## src/rtl/dual_bank_intc.sv

```systemverilog
module dual_bank_intc #(
  parameter int NSRC = 40,
  parameter int AW   = 8,
  parameter int DW   = 32
) (
  input  logic              clk,
  input  logic              rst_n,
  input  logic [NSRC-1:0]   src_i,
  input  logic              halted_i,
  input  logic              we_i,
  input  logic [AW-1:0]     addr_i,
  input  logic [DW-1:0]     wdata_i,
  output logic [DW-1:0]     rdata_o,
  output logic              irq_o,
  output logic              fiq_o,
  output logic              wake_o,
  output logic [NSRC*7-1:0] prio_tbl_o
);
  localparam int HI = NSRC - 32;
  localparam int IW = $clog2(NSRC);

  logic [NSRC-1:0] pend_q, mask_q, steer_q;
  logic            ctrl_q, armed_q;
  logic [6:0]      prio_q [NSRC];

  logic [AW-1:0] off_lo, off_hi;
  logic          lo_hit, hi_hit, prio_hit;
  logic [IW-1:0] prio_idx;

  assign off_lo   = addr_i - AW'(8'h1C);
  assign off_hi   = addr_i - AW'(8'hB0);
  assign lo_hit   = addr_i >= AW'(8'h1C) && addr_i <= AW'(8'h98) && addr_i[1:0] == 2'b00;
  assign hi_hit   = addr_i >= AW'(8'hB0) && addr_i <= AW'(8'hB0 + 4*(HI-1)) && addr_i[1:0] == 2'b00;
  assign prio_hit = lo_hit || hi_hit;
  assign prio_idx = lo_hit ? IW'(off_lo[AW-1:2]) : IW'(32 + int'(off_hi[4:2]));

  function automatic logic [DW-1:0] bank(input logic [NSRC-1:0] v, input logic sel);
    return sel ? DW'(v[NSRC-1:32]) : v[31:0];
  endfunction

  always_comb begin
    rdata_o = '0;
    unique case (addr_i)
      AW'(8'h00): rdata_o = bank(pend_q & mask_q & ~steer_q, 1'b0);
      AW'(8'h04): rdata_o = bank(mask_q, 1'b0);
      AW'(8'h08): rdata_o = bank(steer_q, 1'b0);
      AW'(8'h0C): rdata_o = bank(pend_q & mask_q & steer_q, 1'b0);
      AW'(8'h10): rdata_o = bank(pend_q, 1'b0);
      AW'(8'h14): rdata_o = DW'(ctrl_q);
      AW'(8'h9C): rdata_o = bank(pend_q & mask_q & ~steer_q, 1'b1);
      AW'(8'hA0): rdata_o = bank(mask_q, 1'b1);
      AW'(8'hA4): rdata_o = bank(steer_q, 1'b1);
      AW'(8'hA8): rdata_o = bank(pend_q & mask_q & steer_q, 1'b1);
      AW'(8'hAC): rdata_o = bank(pend_q, 1'b1);
      default: if (prio_hit)
                 rdata_o = {prio_q[prio_idx][6], {(DW-7){1'b0}}, prio_q[prio_idx][5:0]};
    endcase
  end

  always_ff @(posedge clk or negedge rst_n) begin
    if (!rst_n) begin
      pend_q  <= '0;
      mask_q  <= '0;
      steer_q <= '0;
      ctrl_q  <= 1'b1;
      armed_q <= 1'b0;
      irq_o   <= 1'b0;
      fiq_o   <= 1'b0;
      wake_o  <= 1'b0;
      for (int i = 0; i < NSRC; i++) prio_q[i] <= '0;
    end else begin
      armed_q <= 1'b1;
      pend_q  <= src_i;
      irq_o   <= |(src_i & mask_q & ~steer_q);
      fiq_o   <= |(src_i & mask_q & steer_q);
      wake_o  <= halted_i && |(src_i & (ctrl_q ? mask_q : {NSRC{1'b1}}));
      if (we_i) begin
        case (addr_i)
          AW'(8'h04): mask_q[31:0]       <= wdata_i;
          AW'(8'h08): steer_q[31:0]      <= wdata_i;
          AW'(8'h14): ctrl_q             <= wdata_i[0];
          AW'(8'hA0): mask_q[NSRC-1:32]  <= wdata_i[HI-1:0];
          AW'(8'hA4): steer_q[NSRC-1:32] <= wdata_i[HI-1:0];
          default: if (prio_hit) prio_q[prio_idx] <= {wdata_i[DW-1], wdata_i[5:0]};
        endcase
      end
    end
  end

  for (genvar g = 0; g < NSRC; g++) begin : g_tbl
    assign prio_tbl_o[7*g +: 7] = prio_q[g];
  end

  p_quiet_r3: assert property (@(posedge clk) disable iff (!rst_n)
    $past(src_i) == '0 |-> !irq_o && !fiq_o);
  p_masked_r4: assert property (@(posedge clk) disable iff (!rst_n)
    $past(mask_q) == '0 |-> !irq_o && !fiq_o);
  p_wake_halt_r7: assert property (@(posedge clk) disable iff (!rst_n)
    !$past(halted_i) |-> !wake_o);
  p_raw_pend_r2: assert property (@(posedge clk) disable iff (!rst_n)
    armed_q && addr_i == AW'(8'h10) |-> rdata_o == $past(src_i[31:0]));
  p_bank2_r1: assert property (@(posedge clk) disable iff (!rst_n)
    (addr_i == AW'(8'hA0) || addr_i == AW'(8'hA4)) |-> rdata_o[DW-1:HI] == '0);
  p_ctrl_r6: assert property (@(posedge clk) disable iff (!rst_n)
    addr_i == AW'(8'h14) |-> rdata_o[DW-1:1] == '0);
  p_prio_bits_r8: assert property (@(posedge clk) disable iff (!rst_n)
    addr_i >= AW'(8'h1C) && addr_i <= AW'(8'h98) |-> rdata_o[DW-2:6] == '0);
  p_hole_r10: assert property (@(posedge clk) disable iff (!rst_n)
    addr_i == AW'(8'h18) |-> rdata_o == '0);
endmodule

```

## config.mk

```make
export PLATFORM = sky130hd
export DESIGN_NAME = dual_bank_intc
export DESIGN_NICKNAME = d
export VERILOG_FILES = /design/src/rtl/dual_bank_intc.sv
export SDC_FILE = /design/constraint.sdc
export NUM_CORES = 1
export LEC_CHECK = 0
export BUFFER_PORTS_ARGS = -buffer_cell sky130_fd_sc_hd__buf_2
export CORE_UTILIZATION = 56
export DETAILED_ROUTE_END_ITERATION = 8
export GPL_TIMING_DRIVEN = 0
export PLACE_DENSITY = 0.84
export SKIP_CTS_REPAIR_TIMING = 1
export SLEW_MARGIN = 40
export SYNTH_ARGS = -nofsm -noshare
export SYNTH_HDL_FRONTEND = slang
export SYNTH_SLANG_ARGS = --single-unit
```

## constraint.sdc

```tcl
create_clock -name clk -period 9.6 [get_ports clk]
set_clock_uncertainty 0.1 [all_clocks]
set_input_delay 2.88 -clock clk [delete_from_list [all_inputs] [get_ports clk]]
set_output_delay 2.88 -clock clk [all_outputs]
set_load 0.005 [all_outputs]
```

==> impl_metrics.ini <==
[global_route]
grt.total_usage_pct = 44.9
grt_max_degree = 76
grt_pass1_wl_um = 117000
overflow = 0
grt_pass1_vias = 18200
antenna_found_initial = 2

[clock_network]
cts_tree = yes
clkLatencyLatePin_ns = 0.56
cts_root_buf = clkbuf_16
htree_levels = 2
cts.sinks = 404
clk_pin_slew_ns = 0.06
cts-buffers-inserted = 44
cts_buffer_depth = 3

[setup_path]
r2r.worst_path.cells = 4
required_ns = 6.62
critPathArrivalTime_ns = 6.76
rrSetupSlack_ns = 7.80
worstReg2RegEnd = fiq_o
path_max_fanout = 10
timing.rr.start = steer_q[13]
cp-end-kind = output port
start_kind = input pin
crit_type = input pin to output port

[synthesis]
synth_warnings = 0
ys_async_sr_fraction_pct = 100
syn_area_per_cell_um2 = 11.6
yosysUniqueCellTypes = 73
synthFlopType = dfrtp_1
syn-cell-area_mm2 = 0.0196
seq_area_frac_synth_pct = 51.7
synth-edff-count = 0
ys_ff_latch = 404
syn_nets = 1772
syn_inst = 1684

[timing]
relSlewSlack_pct = 40.4
slew_violations = 0
finalCritPeriodShare_pct = 102
setup_slack_ns = -0.145
setup_violations = 5
final.min_clock_period_ns = 9.74
timing.fmax_mhz = 103
worstMarginPinSlew_ns = 0.894
hold_viol = 0

[hold_path]
holdPathEnd = prio_tbl_o[272]
hp-start = prio_tbl_o[272]
hold_depth = 1
holdCritPathClass = flip-flop to flip-flop

[power_and_ir_drop]
power_density_mw_per_mm2 = 175
swShare_pct = 27.0
vdd_drop_max_v = 0.000177
p_switching_mw = 1.14
power_frac_clock_pct = 42.3
p_leak_nw = 12.6
p_int_mw = 3.09
p_seq_share_pct = 44.3
p_comb_share_pct = 13.4

[routing]
dr.pass1.iters = 8
drt_iter0_drc = 2106
antenna_left = 0
vias = 18400
via_per_inst = 6.98
postRouteWirelength_um = 81700
routedWlPerCell_um = 31.1
drc_errors = 0

[floorplanning]
design.core.area_mm2 = 0.0345
die_y_um = 189
initial_core_util_pct = 56.7
die_w_um = 189
rows = 68
die-area_mm2 = 0.0357
num_io_pins = 399

[job]
drv_cap = 0

[cells_and_area]
drive_above_1_share_pct = 43.6
final_core_util_pct = 70.1
nets = 2231
instances_no_fill = 2631
final_area_mm2 = 0.0242
area_delta_synth_final_pct = 23.6
nFillCells = 2466

[status]
status = finished with violations
violations = setup timing

[placed_design]
place_area_mm2 = 0.0223
dp.cells = 2540
dp_hpwl_um = 58800
port-buffer-count = 395
place.gp.congestion = 1.02
[through the flow]
step	hold slack [ns]	power, mW	setup slack [ns]	TNS, ns
2_1_floorplan	0.406	2.11	0.846	0
3_3_place_gp	0.396	2.38	-2.13	-847.65
3_5_place_dp	0.413	2.41	-1.25	-6.88
4_1_cts	0.426	4.17	-1.30	-7.09
5_1_grt	0.449	4.31	-0.157	-0.409
6_report	0.428	4.23	-0.145	-0.359
[worst max-delay path by stage]
| stage | slack [ns] | endpoint | startpoint | cells past startpoint |
|---|---|---|---|---|
| 5_1_grt | -0.16 | rdata_o[31] | addr_i[2] | 15 |
| 2_1_floorplan | 0.85 | rdata_o[31] | addr_i[2] | 12 |
| 6_report | -0.14 | rdata_o[31] | addr_i[2] | 15 |
| 3_3_place_gp | -2.13 | prio_tbl_o[88] | rst_n | 1 |
| 3_5_place_dp | -1.25 | rdata_o[31] | addr_i[2] | 15 |
| 4_1_cts | -1.30 | rdata_o[31] | addr_i[2] | 15 |
[power groups by stage]
| stage | logic [mW] | clock network (mW) | registers, mW |
|---|---|---|---|
| 3_3_place_gp | 0.491 | 0 | 1.89 |
| 6_report | 0.567 | 1.79 | 1.87 |
| 5_1_grt | 0.585 | 1.85 | 1.88 |
| 4_1_cts | 0.516 | 1.79 | 1.87 |
| 2_1_floorplan | 0.234 | 0 | 1.88 |
| 3_5_place_dp | 0.510 | 0 | 1.90 |
[cells by family (layout without fill, tap and decap cells)]
family	after synthesis	count (layout)	synth area share (%)
AOI/OAI and AO/OA	325	325	11.4
xor gates and xnor gates	6	6	0.307
adders and majority gates	4	4	0.256
buffers and inverters	108	598	2.30
DFF	404	404	51.7
muxes	384	384	22.1
other	0	2	0
and+or+nand+nor	453	453	12.0
[registers in the layout, indices dropped and copies added, names as in the netlist]
register,count
prio_tbl_o,280
mask_q,40
irq_o,1
pend_q,40
steer_q,40
wake_o,1
fiq_o,1
ctrl_q,1
[cell usage in the layout (no fill, tap or decap), types with 13 or more instances in the layout]
master / netlist / layout
o22a_1: 16 / 16
buf_2: 24 / 407
clkbuf_1: 62 / 54
o21ai_0: 83 / 83
nor2_1: 47 / 47
a21oi_1: 26 / 26
o221ai_1: 16 / 16
dfrtp_1: 403 / 403
nor4_1: 23 / 22
nor3b_1: 38 / 37
nand3_1: 76 / 75
clkbuf_16: 0 / 45
buf_4: 2 / 21
mux2_2: 372 / 372
a211oi_1: 26 / 22
nand2_1: 147 / 146
nand4_1: 23 / 23
and3_1: 41 / 41
clkbuf_8: 0 / 13
o22ai_1: 72 / 71
[layout make-up]
cell class | instances | area [um2] | share of cell area (%)
sequential | 404 | 10100 | 41.8
multi-input combinational | 1172 | 9150 | 37.8
timing repair buffer | 415 | 2270 | 9.38
clock buffer | 63 | 1320 | 5.48
tap | 455 | 569 | 2.36
buffer | 102 | 524 | 2.17
clock inverter | 14 | 201 | 0.834
inverter | 4 | 18.8 | 0.0777
antenna | 2 | 5.00 | 0.0207
[Yosys cell counts, drive strengths merged (7+ instances only)]
cell type    n  area share [%]
nor4        23            0.74
a31oi        8            0.26
o21ai       85             2.2
nand3       76             1.9
a21oi       26            0.67
a211oi      26             1.0
o31ai       10            0.38
nor3b       38             1.5
nor2        47            0.90
nand2      147             2.8
nor3        12            0.33
o221ai      16            0.72
mux2       377              22
mux2i        7            0.36
and3        42             1.4
a222oi       7            0.36
clkbuf      62             1.2
buf         42             1.0
o22ai       72             2.3
o22a        16            0.72
and2        10            0.32
dfrtp      403              52
nand4       23            0.74
[layer usage]
| metal | global-route usage, % | wire length [um] |
|---|---|---|
| met1 | 51.1 | 27300 |
| met2 | 70.1 | 37200 |
| met3 | 16.1 | 10500 |
| met4 | 32.2 | 6630 |
| met5 | 1.24 | 92 |
[critical path: stages]
cell        delay, ns
buf_2            0.11
buf_2            0.24
clkinvlp_4       0.20
ha_1             0.27
nand4b_2         0.28
nand4_1          0.30
mux2i_4          0.42
buf_6            0.23
buf_4            0.27
o22ai_1          0.12
o31ai_1          0.28
nor4b_4          0.35
o22ai_2          0.26
o31ai_4          0.36
buf_2            0.17
No activity file was read; power rests on OpenSTA's default activity.
